--- config.mk ---
export PLATFORM = sky130hd
export DESIGN_NAME = core_park_regs
export DESIGN_NICKNAME = d
export VERILOG_FILES = /design/src/rtl/park_pkg.sv /design/src/rtl/park_decode.sv /design/src/rtl/park_masks.sv /design/src/rtl/park_status.sv /design/src/rtl/park_resp.sv /design/src/rtl/core_park_regs.sv
export SDC_FILE = /design/constraint.sdc
export NUM_CORES = 1
export LEC_CHECK = 0
export ABC_AREA = 1
export BUFFER_PORTS_ARGS = -buffer_cell sky130_fd_sc_hd__buf_2
export CAP_MARGIN = 20
export CORE_ASPECT_RATIO = 1.25
export CORE_MARGIN = 2
export CORE_UTILIZATION = 42
export DETAILED_ROUTE_END_ITERATION = 6
export PLACE_DENSITY_LB_ADDON = 0.12
export REMOVE_ABC_BUFFERS = 1
export SYNTH_ARGS = -nofsm -noshare
export SYNTH_HDL_FRONTEND = slang
export SYNTH_SLANG_ARGS = --single-unit
export TNS_END_PERCENT = 30
--- constraint.sdc ---
create_clock -name clk -period 1 [get_ports clk]
set_input_delay 0.2 -clock clk [delete_from_list [all_inputs] [get_ports clk]]
set_output_delay 0.2 -clock clk [all_outputs]
set_load 0.005 [all_outputs]
--- src/rtl/park_pkg.sv ---
package park_pkg;

  localparam int SEL_W = 4;

  typedef enum logic [SEL_W-1:0] {
    SEL_AVAIL    = 4'd0,
    SEL_EN_REQ   = 4'd1,
    SEL_EN_STAT  = 4'd2,
    SEL_RUN      = 4'd3,
    SEL_RUN_SET  = 4'd4,
    SEL_RUN_CLR  = 4'd5,
    SEL_RUN_STAT = 4'd6,
    SEL_STEER    = 4'd7
  } park_sel_e;

  typedef struct packed {
    logic      rd;
    logic      bad;
    logic      wr_en_req;
    logic      wr_run;
    logic      wr_run_set;
    logic      wr_run_clr;
    logic      wr_steer;
    park_sel_e sel;
  } park_dec_t;

endpackage

--- src/rtl/park_decode.sv ---
module park_decode
  import park_pkg::*;
(
  input  logic             req_valid,
  input  logic             req_write,
  input  logic [SEL_W-1:0] req_sel,
  output park_dec_t        dec
);

  logic known;
  logic wr_go;

  // Selects 8..15 carry the top select bit and hit no register
  assign known = ~req_sel[SEL_W-1];
  assign wr_go = req_valid & req_write & known;

  always_comb begin
    dec            = '0;
    dec.sel        = park_sel_e'(req_sel);
    dec.rd         = req_valid & ~req_write & known;
    dec.bad        = req_valid & ~known;
    dec.wr_en_req  = wr_go & (req_sel == SEL_EN_REQ);
    dec.wr_run     = wr_go & (req_sel == SEL_RUN);
    dec.wr_run_set = wr_go & (req_sel == SEL_RUN_SET);
    dec.wr_run_clr = wr_go & (req_sel == SEL_RUN_CLR);
    dec.wr_steer   = wr_go & (req_sel == SEL_STEER);
  end

endmodule

--- src/rtl/park_masks.sv ---
module park_masks
  import park_pkg::*;
#(
  parameter int                    NUM_CORES  = 8,
  parameter logic [NUM_CORES-1:0]  AVAIL_MASK = {NUM_CORES{1'b1}},
  localparam int                   TID_W      = (NUM_CORES > 1) ? $clog2(NUM_CORES) : 1
) (
  input  logic                 clk,
  input  logic                 rst_n,
  input  logic                 warm_rst,
  input  park_dec_t            dec,
  input  logic [NUM_CORES-1:0] wdata,
  input  logic [TID_W-1:0]     req_tid,
  output logic [NUM_CORES-1:0] en_req_q,
  output logic [NUM_CORES-1:0] en_stat_q,
  output logic [NUM_CORES-1:0] run_q,
  output logic [NUM_CORES-1:0] steer_q
);

  logic [NUM_CORES-1:0] en_req_d;
  logic [NUM_CORES-1:0] run_d;
  logic [NUM_CORES-1:0] steer_d;
  logic                 en_req_en;
  logic                 en_stat_en;
  logic                 run_en;
  logic                 steer_en;

  assign en_req_en  = dec.wr_en_req;
  assign en_stat_en = warm_rst;
  assign run_en     = warm_rst | dec.wr_run | dec.wr_run_set | dec.wr_run_clr;
  assign steer_en   = warm_rst | dec.wr_steer;

  for (genvar i = 0; i < NUM_CORES; i++) begin : g_core
    logic self_hit;
    assign self_hit    = (req_tid == TID_W'(i));
    // The requesting thread cannot drop its own enable
    assign en_req_d[i] = (wdata[i] | self_hit) & AVAIL_MASK[i];
    // Warm reset has priority over any software write to the running mask
    assign run_d[i]    = warm_rst       ? en_req_q[i] :
                         dec.wr_run     ? (wdata[i] & AVAIL_MASK[i]) :
                         dec.wr_run_set ? ((run_q[i] | wdata[i]) & AVAIL_MASK[i]) :
                         dec.wr_run_clr ? (run_q[i] & ~wdata[i]) :
                                          run_q[i];
    assign steer_d[i]  = warm_rst ? AVAIL_MASK[i] : (wdata[i] & AVAIL_MASK[i]);
  end

  always_ff @(posedge clk or negedge rst_n) begin
    if (!rst_n) begin
      en_req_q  <= AVAIL_MASK;
      en_stat_q <= AVAIL_MASK;
      run_q     <= AVAIL_MASK;
      steer_q   <= AVAIL_MASK;
    end else begin
      if (en_req_en)  en_req_q  <= en_req_d;
      if (en_stat_en) en_stat_q <= en_req_q;
      if (run_en)     run_q     <= run_d;
      if (steer_en)   steer_q   <= steer_d;
    end
  end

  AST_SELF_KEEP: assert property (@(posedge clk) disable iff (!rst_n)
    dec.wr_en_req |=> en_req_q[$past(req_tid)] == AVAIL_MASK[$past(req_tid)]);

  AST_ENSTAT_HOLD: assert property (@(posedge clk) disable iff (!rst_n)
    !warm_rst |=> $stable(en_stat_q));

  AST_CLR_WINS: assert property (@(posedge clk) disable iff (!rst_n)
    (dec.wr_run_clr && !warm_rst) |=> (run_q & $past(wdata)) == '0);

  AST_SET_KEEPS: assert property (@(posedge clk) disable iff (!rst_n)
    (dec.wr_run_set && !warm_rst) |=> ($past(run_q) & ~run_q) == '0);

endmodule

--- src/rtl/park_status.sv ---
module park_status #(
  parameter int                   NUM_CORES  = 8,
  parameter logic [NUM_CORES-1:0] AVAIL_MASK = {NUM_CORES{1'b1}}
) (
  input  logic                 clk,
  input  logic                 rst_n,
  input  logic [NUM_CORES-1:0] run_q,
  input  logic [NUM_CORES-1:0] en_stat_q,
  output logic [NUM_CORES-1:0] run_stat_q
);

  logic [NUM_CORES-1:0] run_stat_d;

  assign run_stat_d = run_q & en_stat_q & AVAIL_MASK;

  always_ff @(posedge clk or negedge rst_n) begin
    if (!rst_n) run_stat_q <= AVAIL_MASK;
    else        run_stat_q <= run_stat_d;
  end

  AST_PARK_LAG: assert property (@(posedge clk) disable iff (!rst_n)
    (run_stat_q & ~$past(run_q)) == '0);

endmodule

--- src/rtl/park_resp.sv ---
module park_resp
  import park_pkg::*;
#(
  parameter int                   NUM_CORES  = 8,
  parameter int                   DATA_W     = 64,
  parameter logic [NUM_CORES-1:0] AVAIL_MASK = {NUM_CORES{1'b1}}
) (
  input  logic                 clk,
  input  logic                 rst_n,
  input  park_dec_t            dec,
  input  logic [NUM_CORES-1:0] en_req_q,
  input  logic [NUM_CORES-1:0] en_stat_q,
  input  logic [NUM_CORES-1:0] run_q,
  input  logic [NUM_CORES-1:0] run_stat_q,
  input  logic [NUM_CORES-1:0] steer_q,
  output logic [DATA_W-1:0]    rsp_rdata,
  output logic                 rsp_err
);

  logic [NUM_CORES-1:0] mux_bits;
  logic [DATA_W-1:0]    rdata_d;
  logic                 rdata_en;

  always_comb begin
    unique case (dec.sel)
      SEL_AVAIL:    mux_bits = AVAIL_MASK;
      SEL_EN_REQ:   mux_bits = en_req_q;
      SEL_EN_STAT:  mux_bits = en_stat_q;
      SEL_RUN,
      SEL_RUN_SET,
      SEL_RUN_CLR:  mux_bits = run_q;
      SEL_RUN_STAT: mux_bits = run_stat_q;
      SEL_STEER:    mux_bits = steer_q;
      default:      mux_bits = '0;
    endcase
  end

  assign rdata_en = dec.rd | dec.bad;
  assign rdata_d  = dec.bad ? '0 : DATA_W'(mux_bits);

  always_ff @(posedge clk or negedge rst_n) begin
    if (!rst_n) begin
      rsp_rdata <= '0;
      rsp_err   <= 1'b0;
    end else begin
      if (rdata_en) rsp_rdata <= rdata_d;
      rsp_err <= dec.bad;
    end
  end

  AST_ERR_ZERO: assert property (@(posedge clk) disable iff (!rst_n)
    rsp_err |-> rsp_rdata == '0);

endmodule

--- src/rtl/core_park_regs.sv ---
module core_park_regs
  import park_pkg::*;
#(
  parameter int                   NUM_CORES  = 8,
  parameter int                   DATA_W     = 64,
  parameter logic [NUM_CORES-1:0] AVAIL_MASK = {NUM_CORES{1'b1}},
  localparam int                  TID_W      = (NUM_CORES > 1) ? $clog2(NUM_CORES) : 1
) (
  input  logic                 clk,
  input  logic                 rst_n,
  input  logic                 warm_rst,
  input  logic                 req_valid,
  input  logic                 req_write,
  input  logic [SEL_W-1:0]     req_sel,
  input  logic [DATA_W-1:0]    req_wdata,
  input  logic [TID_W-1:0]     req_tid,
  output logic [DATA_W-1:0]    rsp_rdata,
  output logic                 rsp_err,
  output logic [NUM_CORES-1:0] run_vec
);

  park_dec_t            dec;
  logic [NUM_CORES-1:0] en_req_q;
  logic [NUM_CORES-1:0] en_stat_q;
  logic [NUM_CORES-1:0] run_q;
  logic [NUM_CORES-1:0] steer_q;
  logic [NUM_CORES-1:0] run_stat_q;

  if (NUM_CORES < DATA_W) begin : g_hi
    logic unused_wdata_hi;
    assign unused_wdata_hi = ^req_wdata[DATA_W-1:NUM_CORES];
  end

  park_decode u_decode (
    .req_valid (req_valid),
    .req_write (req_write),
    .req_sel   (req_sel),
    .dec       (dec)
  );

  park_masks #(
    .NUM_CORES  (NUM_CORES),
    .AVAIL_MASK (AVAIL_MASK)
  ) u_masks (
    .clk       (clk),
    .rst_n     (rst_n),
    .warm_rst  (warm_rst),
    .dec       (dec),
    .wdata     (req_wdata[NUM_CORES-1:0]),
    .req_tid   (req_tid),
    .en_req_q  (en_req_q),
    .en_stat_q (en_stat_q),
    .run_q     (run_q),
    .steer_q   (steer_q)
  );

  park_status #(
    .NUM_CORES  (NUM_CORES),
    .AVAIL_MASK (AVAIL_MASK)
  ) u_status (
    .clk        (clk),
    .rst_n      (rst_n),
    .run_q      (run_q),
    .en_stat_q  (en_stat_q),
    .run_stat_q (run_stat_q)
  );

  park_resp #(
    .NUM_CORES  (NUM_CORES),
    .DATA_W     (DATA_W),
    .AVAIL_MASK (AVAIL_MASK)
  ) u_resp (
    .clk        (clk),
    .rst_n      (rst_n),
    .dec        (dec),
    .en_req_q   (en_req_q),
    .en_stat_q  (en_stat_q),
    .run_q      (run_q),
    .run_stat_q (run_stat_q),
    .steer_q    (steer_q),
    .rsp_rdata  (rsp_rdata),
    .rsp_err    (rsp_err)
  );

  assign run_vec = run_stat_q;

  AST_WARM_WINS: assert property (@(posedge clk) disable iff (!rst_n)
    warm_rst |=> run_q == en_stat_q);

endmodule

==> results of run 1 <==
==> power by group <==
part	internal (W)	switching [W]	total, W	leakage (nW)
clock network	0.000714	0.000696	0.00141	0.0556
logic	0.000412	0.000561	0.000973	1.45
registers	0.00235	0.000168	0.00252	0.537
total	0.00348	0.00142	0.00490	2.04
==> cell families after synthesis <==
group,count (synthesis),share of synthesized area [%]
other,1,0.124
AND/OR/NAND/NOR,195,27.6
buffers and inverters,110,21.2
AO/OA/AOI/OAI,45,8.82
flip-flops,49,42.2
==> timing repair <==
item / CTS / global route
buffers inserted: 6 / 3
gates resized for setup: 7 / 31
hold endpoints to repair: 9 / 0
pin swaps: 2 / 9
gates cloned: 0 / 1
hold buffers: 1 / 0
endpoints found under the setup margin: 30 / 46
==> per-stage QoR <==
stage | total power (W) | area, um2
5_1_grt | 0.00520 | 3720
3_5_place_dp | 0.00345 | 3410
3_3_place_gp | 0.00343 | 3410
2_1_floorplan | 0.00296 | 2760
4_1_cts | 0.00491 | 3590
6_report | 0.00490 | 3720
==> layer usage <==
metal / part of all wire, % / wire length (um) / up-vias
met5: 0 / 0 / -
met4: 1.1 / 81 / 0
met3: 6.1 / 438 / 6
met2: 51 / 3640 / 80
met1: 42 / 3030 / 1213
li1: - / - / 1323
==> area by class of cell <==
| cell class | instances | area, um2 | area share (%) |
|---|---|---|---|
| clock inverters | 1 | 7.51 | 0.202 |
| inverters | 45 | 173 | 4.64 |
| repair buffers | 90 | 664 | 17.9 |
| flip-flops and latches | 49 | 1280 | 34.3 |
| well taps | 90 | 113 | 3.03 |
| clock buffers | 7 | 108 | 2.89 |
| multi-input cells | 296 | 1380 | 37.1 |
==> cells in the final DEF, fill, tap and decap left out, types with 2 or more instances in the layout <==
cell | Yosys | routed
a21oi_1 | 5 | 4
a21oi_2 | 2 | 3
a31oi_1 | 8 | 8
buf_12 | 0 | 3
buf_2 | 3 | 35
buf_4 | 58 | 45
buf_6 | 1 | 5
clkbuf_16 | 0 | 2
clkbuf_8 | 0 | 6
clkinvlp_4 | 0 | 2
conb_1 | 1 | 56
dfrtp_1 | 9 | 9
dfstp_2 | 40 | 40
inv_1 | 42 | 41
inv_2 | 2 | 2
nand2_1 | 118 | 115
nand2_2 | 6 | 6
nand2_4 | 0 | 2
nand3_1 | 27 | 25
nand3_2 | 2 | 3
nand4_1 | 8 | 8
nor2_1 | 30 | 26
nor2_2 | 0 | 4
nor2_4 | 2 | 2
o211ai_1 | 4 | 4
o21ai_0 | 21 | 7
o21ai_1 | 1 | 13
o21ai_2 | 3 | 5
or2_2 | 2 | 2
==> cell usage after synthesis (4+ instances only) <==
master    number  share of area (%)
dfstp_2       40                 35
o211ai_1       4               0.99
o21ai_0       21                3.5
a21oi_1        5               0.83
a31oi_1        8                1.7
nor2_1        30                3.7
nand2_1      118                 15
nand4_1        8                1.7
nand2_2        6                1.2
nand3_1       27                4.5
dfrtp_1        9                7.5
buf_4         58                 14
inv_1         42                5.2
==> path summary, 6_finish.rpt <==
kind                                              from                      to  slack, ns  depth (start not counted)
worst min-delay path                      req_wdata[1]      u_masks.steer_q[1]       0.16                          3
worst max register to register  u_status.run_stat_q[1]     u_resp.rsp_rdata[1]      -0.04                          7
max in group asynchronous                        rst_n    u_masks.en_stat_q[4]       0.31                          3
min in group asynchronous                        rst_n     u_resp.rsp_rdata[6]       0.41                          3
worst max-delay path            u_status.run_stat_q[5]              run_vec[5]      -0.15                          1
worst min register to register    u_masks.en_stat_q[2]  u_status.run_stat_q[2]       0.45                          2
==> summary.md, run 1 <==
| Metric | Value |
|---|---|
| Core box area | `roughly 0.0070 mm2` |
| Most crowded layer after global routing | `met2` |
| HPWL Detailed | `roughly 5.6 mm` |
| Synthesis Warnings | `0` |
| Critical path cell sequence | `buf_2` |
| Fmax | `slightly below 0.9 GHz` |
| Final #Nets | `roughly 560` |
| Sequential fraction of the synthesis area | `roughly 42%` |
| Router iterations before antenna repair | `4` |
| Status | `finished, violations left` |
| Fill count | `721` |
| P per Cell Area | `~1300 mW/mm2` |
| Starting Density | `around 43%` |
| Crit-path leading delay family | `flip-flops` |
| First-pass GRT wire length | `around 11 mm` |
| Fraction of registers with async set/reset | `100%` |
| Gr ovfl total | `0` |
| Reg clk slew, reported paths | `approximately 0.1 ns` |
| Final setup viols | `19` |
| Area Growth Syn to Fin | `23.1%` |
| Drt total wl | `7.19 mm` |
| Worst-margin pin slew | `between 0.5 and 0.6 ns` |
| Critical Path Fanout Max | `2` |
| Drt drc | `0` |
| Final-report hold violation count | `0` |
| Post-Syn Area | `a little over 0.003 mm2` |
| M3 GR Usage | `between 2 and 3%` |
| Met2 usage | `32.1%` |
| CP Launch Type | `flop` |
| Fin. max-slew vios | `0` |
| Worst path buffer plus inverter count | `1` |
| Setup TNS | `-1.28 ns` |
| Relative slew slack | `65.1%` |
| Skew-Pair Late Insertion Delay | `0.31 ns` |
| Post-Synthesis Mean Instance Area | `7.55 um2` |
| Final Wtd Congestion | `0.804` |
| TritonCTS clock tree | `yes` |
| GRT met1 Usage | `a little under a quarter` |
| CP Data Arrival Time | `roughly 0.95 ns` |
| Port buffer count | `36` |
| Num CTS Buffers | `5` |
| Worst setup margin | `-0.150 ns` |
| Pin count of the biggest net entering global routing | `50` |
| Worst min-delay path category | `input pin to flop` |
| Routed len/inst | `around 12 um` |
| Post-synth EDFFs | `0` |
| Peak VDD IR | `a little over 800 uV` |
| Sink Count | `49` |
| Die Height | `~100 um` |
| Max cap viols | `0` |
| Die W | `between 70 and 80 um` |
| Rows | `34` |
| # H-tree levels | `2` |
| Share of layout cells above drive strength 1 | `34.6%` |
| Max incr delay on CP | `approximately 0.54 ns` |
| P_leak | `around 2 nW` |
| Via count | `between 2000 and 3000` |
| Slowest-stage cell, CP | `dfstp_2` |
| Placed Instances | `559` |
| Ys flop type | `dfstp_2` |
| Utilization after layout | `53.3%` |
| Synth cell types | `26` |
| Initial DRC Count | `approximately 100` |
| Vias per Instance | `approximately 4.5` |
| Clk_skew | `about 0.009 ns` |
| Endpoint class of the critical path | `output pin` |
| Vias in the first global route | `2396` |
| Clock root buffer master | `clkbuf_8` |
| I/O pin count | `approximately 150` |
| Antenna violations before repair | `0` |
| WHS | `0.163 ns` |
| Bufs on Longest Clock Path | `2` |
| Post-DRT Antenna Nets | `0` |
| #FFs+latches synth | `49` |
| Tcrit/Tclk final | `115%` |
| Critical setup path kind | `flop to output pin` |
| CP Data Required Time | `~0.80 ns` |
| GRT Util Overall | `a little under a fifth` |
| Failing checks | `negative setup slack` |
| Non-filler instance count after layout | `578` |
| # diodes | `0` |
| Area of the die | `0.00789 mm2` |
| Worst slack at placement | `-0.460 ns` |
| Cells after synthesis | `400` |
| Fin crit period | `roughly 1.1 ns` |
| RSZ-0062 raised after global routing | `true` |
(Power assumes the default switching activity.)
==> run 2: changes to the inputs <==
==> constraint.sdc (replaced) <==
create_clock -name clk -period 1 [get_ports clk]
set_input_delay 0.15 -clock clk [delete_from_list [all_inputs] [get_ports clk]]
set_output_delay 0.15 -clock clk [all_outputs]
set_load 0.005 [all_outputs]
==> summary.md, run 2 (synthesis gave the netlist of run 1 again) <==
| Metric | Value |
|---|---|
| Status | `finished, violations left` |
| Failing checks | `negative setup slack` |
| Initial DRC Count | `137` |
| Final setup viols | `12` |
| Utilization after layout | `51.5%` |
| Router iterations before antenna repair | `5` |
| P_leak | `approximately 2.0 nW` |
| Sequential power share | `a little over half` |
| Commonest non-fill, non-tap cells in the layout | `nand2_1, conb_1, buf_4` |
| Final Wtd Congestion | `0.790` |
| GRT Util Overall | `between 10% and 20%` |
| Via count | `2585` |
| TritonCTS clock tree | `yes` |
| Peak VDD IR | `about 540 uV` |
| Final #Nets | `557` |
| Crit-path leading delay family | `flip-flops` |
| Port buffer count | `36` |
| Critical setup path kind | `flop to output pin` |
| First-pass GRT wire length | `around 12 mm` |
| Worst slack at placement | `-0.385 ns` |
| Rows | `34` |
| Area of the die | `0.00789 mm2` |
| Drt total wl | `approximately 7.1 mm` |
| Pin count of the biggest net entering global routing | `50` |
| Starting Density | `between 40% and 50%` |
| Fin. max-slew vios | `0` |
| Slowest-stage cell, CP | `dfstp_2` |
| Bufs on Longest Clock Path | `2` |
| Pint | `between 0.003 and 0.004 W` |
| Endpoint class of the critical path | `output pin` |
| Final-report hold violation count | `0` |
| P per Cell Area | `1300 mW/mm2` |
| # H-tree levels | `2` |
| # diodes | `0` |
| Area Growth Syn to Fin | `19.0%` |
| Worst-margin pin slew | `around 0.52 ns` |
| Relative slew slack | `65.3%` |
| Sink Count | `49` |
| Antenna violations before repair | `0` |
| Worst setup margin | `-0.0993 ns` |
| Vias in the first global route | `2419` |
| Reg clk slew, reported paths | `0.09 ns` |
| Worst r2r src | `u_status.run_stat_q[0]` |
| Non-filler instance count after layout | `between 500 and 600` |
| Core box area | `0.00698 mm2` |
| Clock share of power | `26.1%` |
| CP Launch Type | `flop` |
| Num CTS Buffers | `5` |
| Fin crit period | `about 1.1 ns` |
| CP Data Arrival Time | `~0.95 ns` |
| Max cap viols | `0` |
| Die W | `~80 um` |
| Vias per Instance | `around 4.5` |
| I/O pin count | `approximately 150` |
| CP Data Required Time | `0.85 ns` |
| Routed len/inst | `around 12 um` |
| Clk_skew | `0.00498 ns` |
| Max incr delay on CP | `~0.55 ns` |
| Critical path cell sequence | `buf_2` |
| Switching part of the total | `a little under 30%` |
| Clock root buffer master | `clkbuf_8` |
| Hold Path Origin | `req_wdata[5]` |
| WHS | `around 0.12 ns` |
| Leading cell type in the layout, fill and taps excluded | `nand2_1` |
| RSZ-0062 raised after global routing | `true` |
| Die Height | `between 90 and 100 um` |
| Post-DRT Antenna Nets | `0` |
| HPWL Detailed | `between 5 and 6 mm` |
| Placed Instances | `about 560` |
| Drt drc | `0` |
| Worst path buffer plus inverter count | `1` |
| Share of layout cells above drive strength 1 | `around 32%` |
| Comb power frac | `19.9%` |
| Net switching power | `roughly 0.0014 W` |
| Tcrit/Tclk final | `110%` |
| Total power | `0.00467 W` |
| Critical Path Fanout Max | `2` |
| Gr ovfl total | `0` |
| Fmax | `0.910 GHz` |
| Worst Setup SP | `u_status.run_stat_q[0]` |
| Worst min-delay path category | `input pin to flop` |
| Skew-Pair Late Insertion Delay | `roughly 0.30 ns` |
run 2: cell types whose count changed in the layout (fill, tap and decap cells not counted), moves of 2 or more:
cell,change
o21ai_0,+10
o21ai_1,-10
buf_6,-4
nand2_1,+3
nand2_2,-3
nor2_1,+3
nor2_2,-3
buf_4,-2
clkbuf_1,+2
clkbuf_16,-2
clkinvlp_4,-2
nand3_2,+2
run 2: what timing repair did:
| item | CTS | global route |
|---|---|---|
| endpoints found under the hold margin | 9 | 0 |
| resized for setup | 2 | 15 |
| pin swaps | 2 | 5 |
| hold buffers | 1 | 0 |
| setup endpoints to repair | 21 | 31 |
| setup buffers | 6 | 0 |
run 2: worst paths after layout:
| check | endpoint | slack (ns) | cells past startpoint |
|---|---|---|---|
| worst min-delay path | u_masks.steer_q[5] | 0.12 | 3 |
| worst max register to register | u_resp.rsp_rdata[0] | -0.04 | 7 |
| worst max-delay path | run_vec[0] | -0.1 | 1 |
| max in group asynchronous | u_status.run_stat_q[4] | 0.33 | 3 |
| min in group asynchronous | u_resp.rsp_rdata[6] | 0.36 | 3 |
| worst min register to register | u_status.run_stat_q[2] | 0.45 | 2 |
run 2: final cells by class:
type	instances	area, um2
inverter	45	169
multi-input combinational	296	1360
fill	742	3380
sequential	49	1280
clock buffer	8	90.1
tap	90	113
timing repair buffer	84	584
run 2: through the flow:
step,setup TNS (ns),area (um2)
after floorplan,-3.73,2760
after detailed placement,-8.70,3390
after global routing,-1.54,3590
final,-0.813,3590
after global placement,-8.12,3390
after CTS,-0.916,3550
run 2: routing by layer:
layer / vias to the layer above / track usage, % / share of wire (%)
met3: 11 / 3.66 / 5.6
met4: 0 / 6.65 / 2.0
met5: - / 0 / 0
li1: 1311 / - / -
met2: 87 / 30.8 / 48
met1: 1176 / 25.6 / 45
run 2: power by group through the flow:
| stage | Combinational (W) | Sequential [W] | Clock (W) |
|---|---|---|---|
| 4_1_cts | 0.000916 | 0.00252 | 0.00127 |
| 3_3_place_gp | 0.000875 | 0.00255 | 0 |
| 3_5_place_dp | 0.000881 | 0.00256 | 0 |
| 2_1_floorplan | 0.000459 | 0.00251 | 0 |
| 6_report | 0.000930 | 0.00252 | 0.00122 |
| 5_1_grt | 0.00107 | 0.00256 | 0.00136 |
==> run 3: changes to the inputs <==
--- a/config.mk
+++ b/config.mk
@@ -10,10 +10,12 @@
 export CAP_MARGIN = 20
 export CORE_ASPECT_RATIO = 1.25
 export CORE_MARGIN = 2
-export CORE_UTILIZATION = 42
+export CORE_UTILIZATION = 43
+export CTS_BUF_LIST = sky130_fd_sc_hd__clkbuf_8
 export DETAILED_ROUTE_END_ITERATION = 6
-export PLACE_DENSITY_LB_ADDON = 0.12
+export PLACE_DENSITY = 0.76
 export REMOVE_ABC_BUFFERS = 1
+export SETUP_SLACK_MARGIN = 0.4
 export SYNTH_ARGS = -nofsm -noshare
 export SYNTH_HDL_FRONTEND = slang
 export SYNTH_SLANG_ARGS = --single-unit
==> summary.md, run 3 (synthesis gave the netlist of run 1 again) <==
| Metric | Value |
|---|---|
| Status | `finished, violations left` |
| Failing checks | `negative hold slack, negative setup slack` |
| Final Wtd Congestion | `about 0.84` |
| Max cap viols | `0` |
| Fin. max-slew vios | `0` |
| CP Launch Type | `flop` |
| P per Cell Area | `approximately 1300 mW/mm2` |
| Bufs on Longest Clock Path | `2` |
| Vias in the first global route | `between 2000 and 2500` |
| Share of layout cells above drive strength 1 | `between 40% and 50%` |
| Worst min-delay path category | `input pin to asynchronous set/reset pin` |
| Drt total wl | `around 7.7 mm` |
| Post-layout instance area | `around 0.0041 mm2` |
| Non-filler instance count after layout | `~580` |
| Placed Instances | `~550` |
| Via count | `around 2800` |
| Area Growth Syn to Fin | `34.3%` |
| Core box area | `roughly 0.0069 mm2` |
| Max incr delay on CP | `about 0.55 ns` |
| Reg area | `~0.0013 mm2` |
| Skew-Pair Late Insertion Delay | `approximately 0.30 ns` |
| Antenna violations before repair | `0` |
| Tcrit/Tclk final | `109%` |
| Vias per Instance | `between 4 and 5` |
| Worst path buffer plus inverter count | `1` |
| Reg clk slew, reported paths | `roughly 0.090 ns` |
| TritonCTS clock tree | `yes` |
| HPWL Detailed | `roughly 5.3 mm` |
| First-pass GRT wire length | `approximately 12 mm` |
| CP Data Required Time | `0.85 ns` |
| Die Height | `between 90 and 100 um` |
| GRT Util Overall | `between 10% and 20%` |
| I/O pin count | `between 100 and 150` |
| Endpoint class of the critical path | `output pin` |
| Critical Path Fanout Max | `2` |
| Peak VDD IR | `611 uV` |
| Commonest non-fill, non-tap cells in the layout | `nand2_1, conb_1, dfstp_2` |
| Final-report hold violation count | `9` |
| Clk_skew | `about 0.0028 ns` |
| Pin count of the biggest net entering global routing | `50` |
| # H-tree levels | `2` |
| Rows | `34` |
| Fill count | `roughly 600` |
| Sink Count | `just under 50` |
| Num CTS Buffers | `5` |
| Fin crit period | `around 1.1 ns` |
| Crit-path leading delay family | `flip-flops` |
| Final #Nets | `roughly 560` |
| Critical path cell sequence | `buf_6` |
| Die W | `between 70 and 80 um` |
| Drt drc | `0` |
| WHS | `-0.192 ns` |
| DP Area | `0.00333 mm2` |
| Post-DRT Antenna Nets | `0` |
| # diodes | `0` |
| CP Data Arrival Time | `0.94 ns` |
| Router iterations before antenna repair | `4` |
| Slowest-stage cell, CP | `dfstp_2` |
| Final setup viols | `10` |
| RSZ-0062 raised after global routing | `true` |
| Area of the multi-input gates | `around 0.0017 mm2` |
| Fmax | `about 0.92 GHz` |
| Port buffer count | `36` |
| Initial DRC Count | `between 150 and 200` |
| Flop2flop setup slack | `-0.04 ns` |
| Routed len/inst | `approximately 13 um` |
| Clock root buffer master | `clkbuf_8` |
| P_leak | `around 2.1 nW` |
| Gr ovfl total | `0` |
| Area of the die | `0.00772 mm2` |
| Starting Density | `43.8%` |
| Critical setup path kind | `flop to output pin` |
| Worst setup margin | `-0.0909 ns` |
| Leading cell type in the layout, fill and taps excluded | `nand2_1` |
-- run 3: cell types whose count changed in the layout (fill, tap and decap cells not counted), sizes merged --
cell,change
buf,+4
clkbuf,-1
clkinv,+1
dlygate4sd3,-1
nand2,+1
-- run 3: through the flow --
stage	setup TNS [ns]	worst slack [ns]	utilization, %	total power (W)
global route	-1.22	-0.122	58.9	0.00534
finish	-0.744	-0.0909	58.9	0.00510
floorplan	-3.73	-0.181	-	0.00296
detailed placement	-8.68	-0.431	48.4	0.00340
CTS	-0.825	-0.0965	54.8	0.00491
global placement	-8.16	-0.351	48.4	0.00338
-- run 3: where the power goes --
group / internal [W] / switching [W] / total [W]
Sequential: 0.00236 / 0.000219 / 0.00258
Combinational: 0.000560 / 0.000692 / 0.00125
Clock: 0.000626 / 0.000647 / 0.00127
-- run 3: worst paths after layout --
path / from / to / cells after the start
worst min-delay path: rst_n / u_resp.rsp_rdata[0] / 2
worst max-delay path: u_status.run_stat_q[6] / run_vec[6] / 1
worst min register to register: flop / u_status.run_stat_q[0] / 2
min in group clk: req_sel[3] / u_resp.rsp_err / 3
max in group asynchronous: rst_n / asynchronous set/reset pin / 2
worst max register to register: u_status.run_stat_q[2] / u_resp.rsp_rdata[2] / 7
-- run 3: area by class of cell --
| class | count | area share, % |
|---|---|---|
| clock buffer | 7 | 2.37 |
| multi-input combinational | 297 | 41.4 |
| sequential | 49 | 31.4 |
| clock inverter | 1 | 0.123 |
| inverter | 45 | 4.62 |
| timing repair buffer | 87 | 17.2 |
| tap | 90 | 2.77 |
-- run 3: worst register-to-register path, delay by kind of cell (launching register included) --
kind | cells | cell delay (ns)
buffers and inverters | 1 | 0.10
DFF | 1 | 0.54
and+or+nand+nor | 6 | 0.36
-- run 3: per-layer routing --
metal  wire (um)  up-vias  GRT usage, %
met5           0        -             0
li1            -     1320             -
met2        4100      134          34.1
met1        2970     1315          23.9
met4         145        0          6.10
met3         495       17          2.79
-- run 3: repair_timing --
item | in CTS | in global routing
setup endpoints to repair | 65 | 65
gates resized for setup | 85 | 67
setup buffers | 11 | 7
gates cloned | 1 | 0
hold endpoints to repair | 9 | 9
pin swaps | 61 | 58
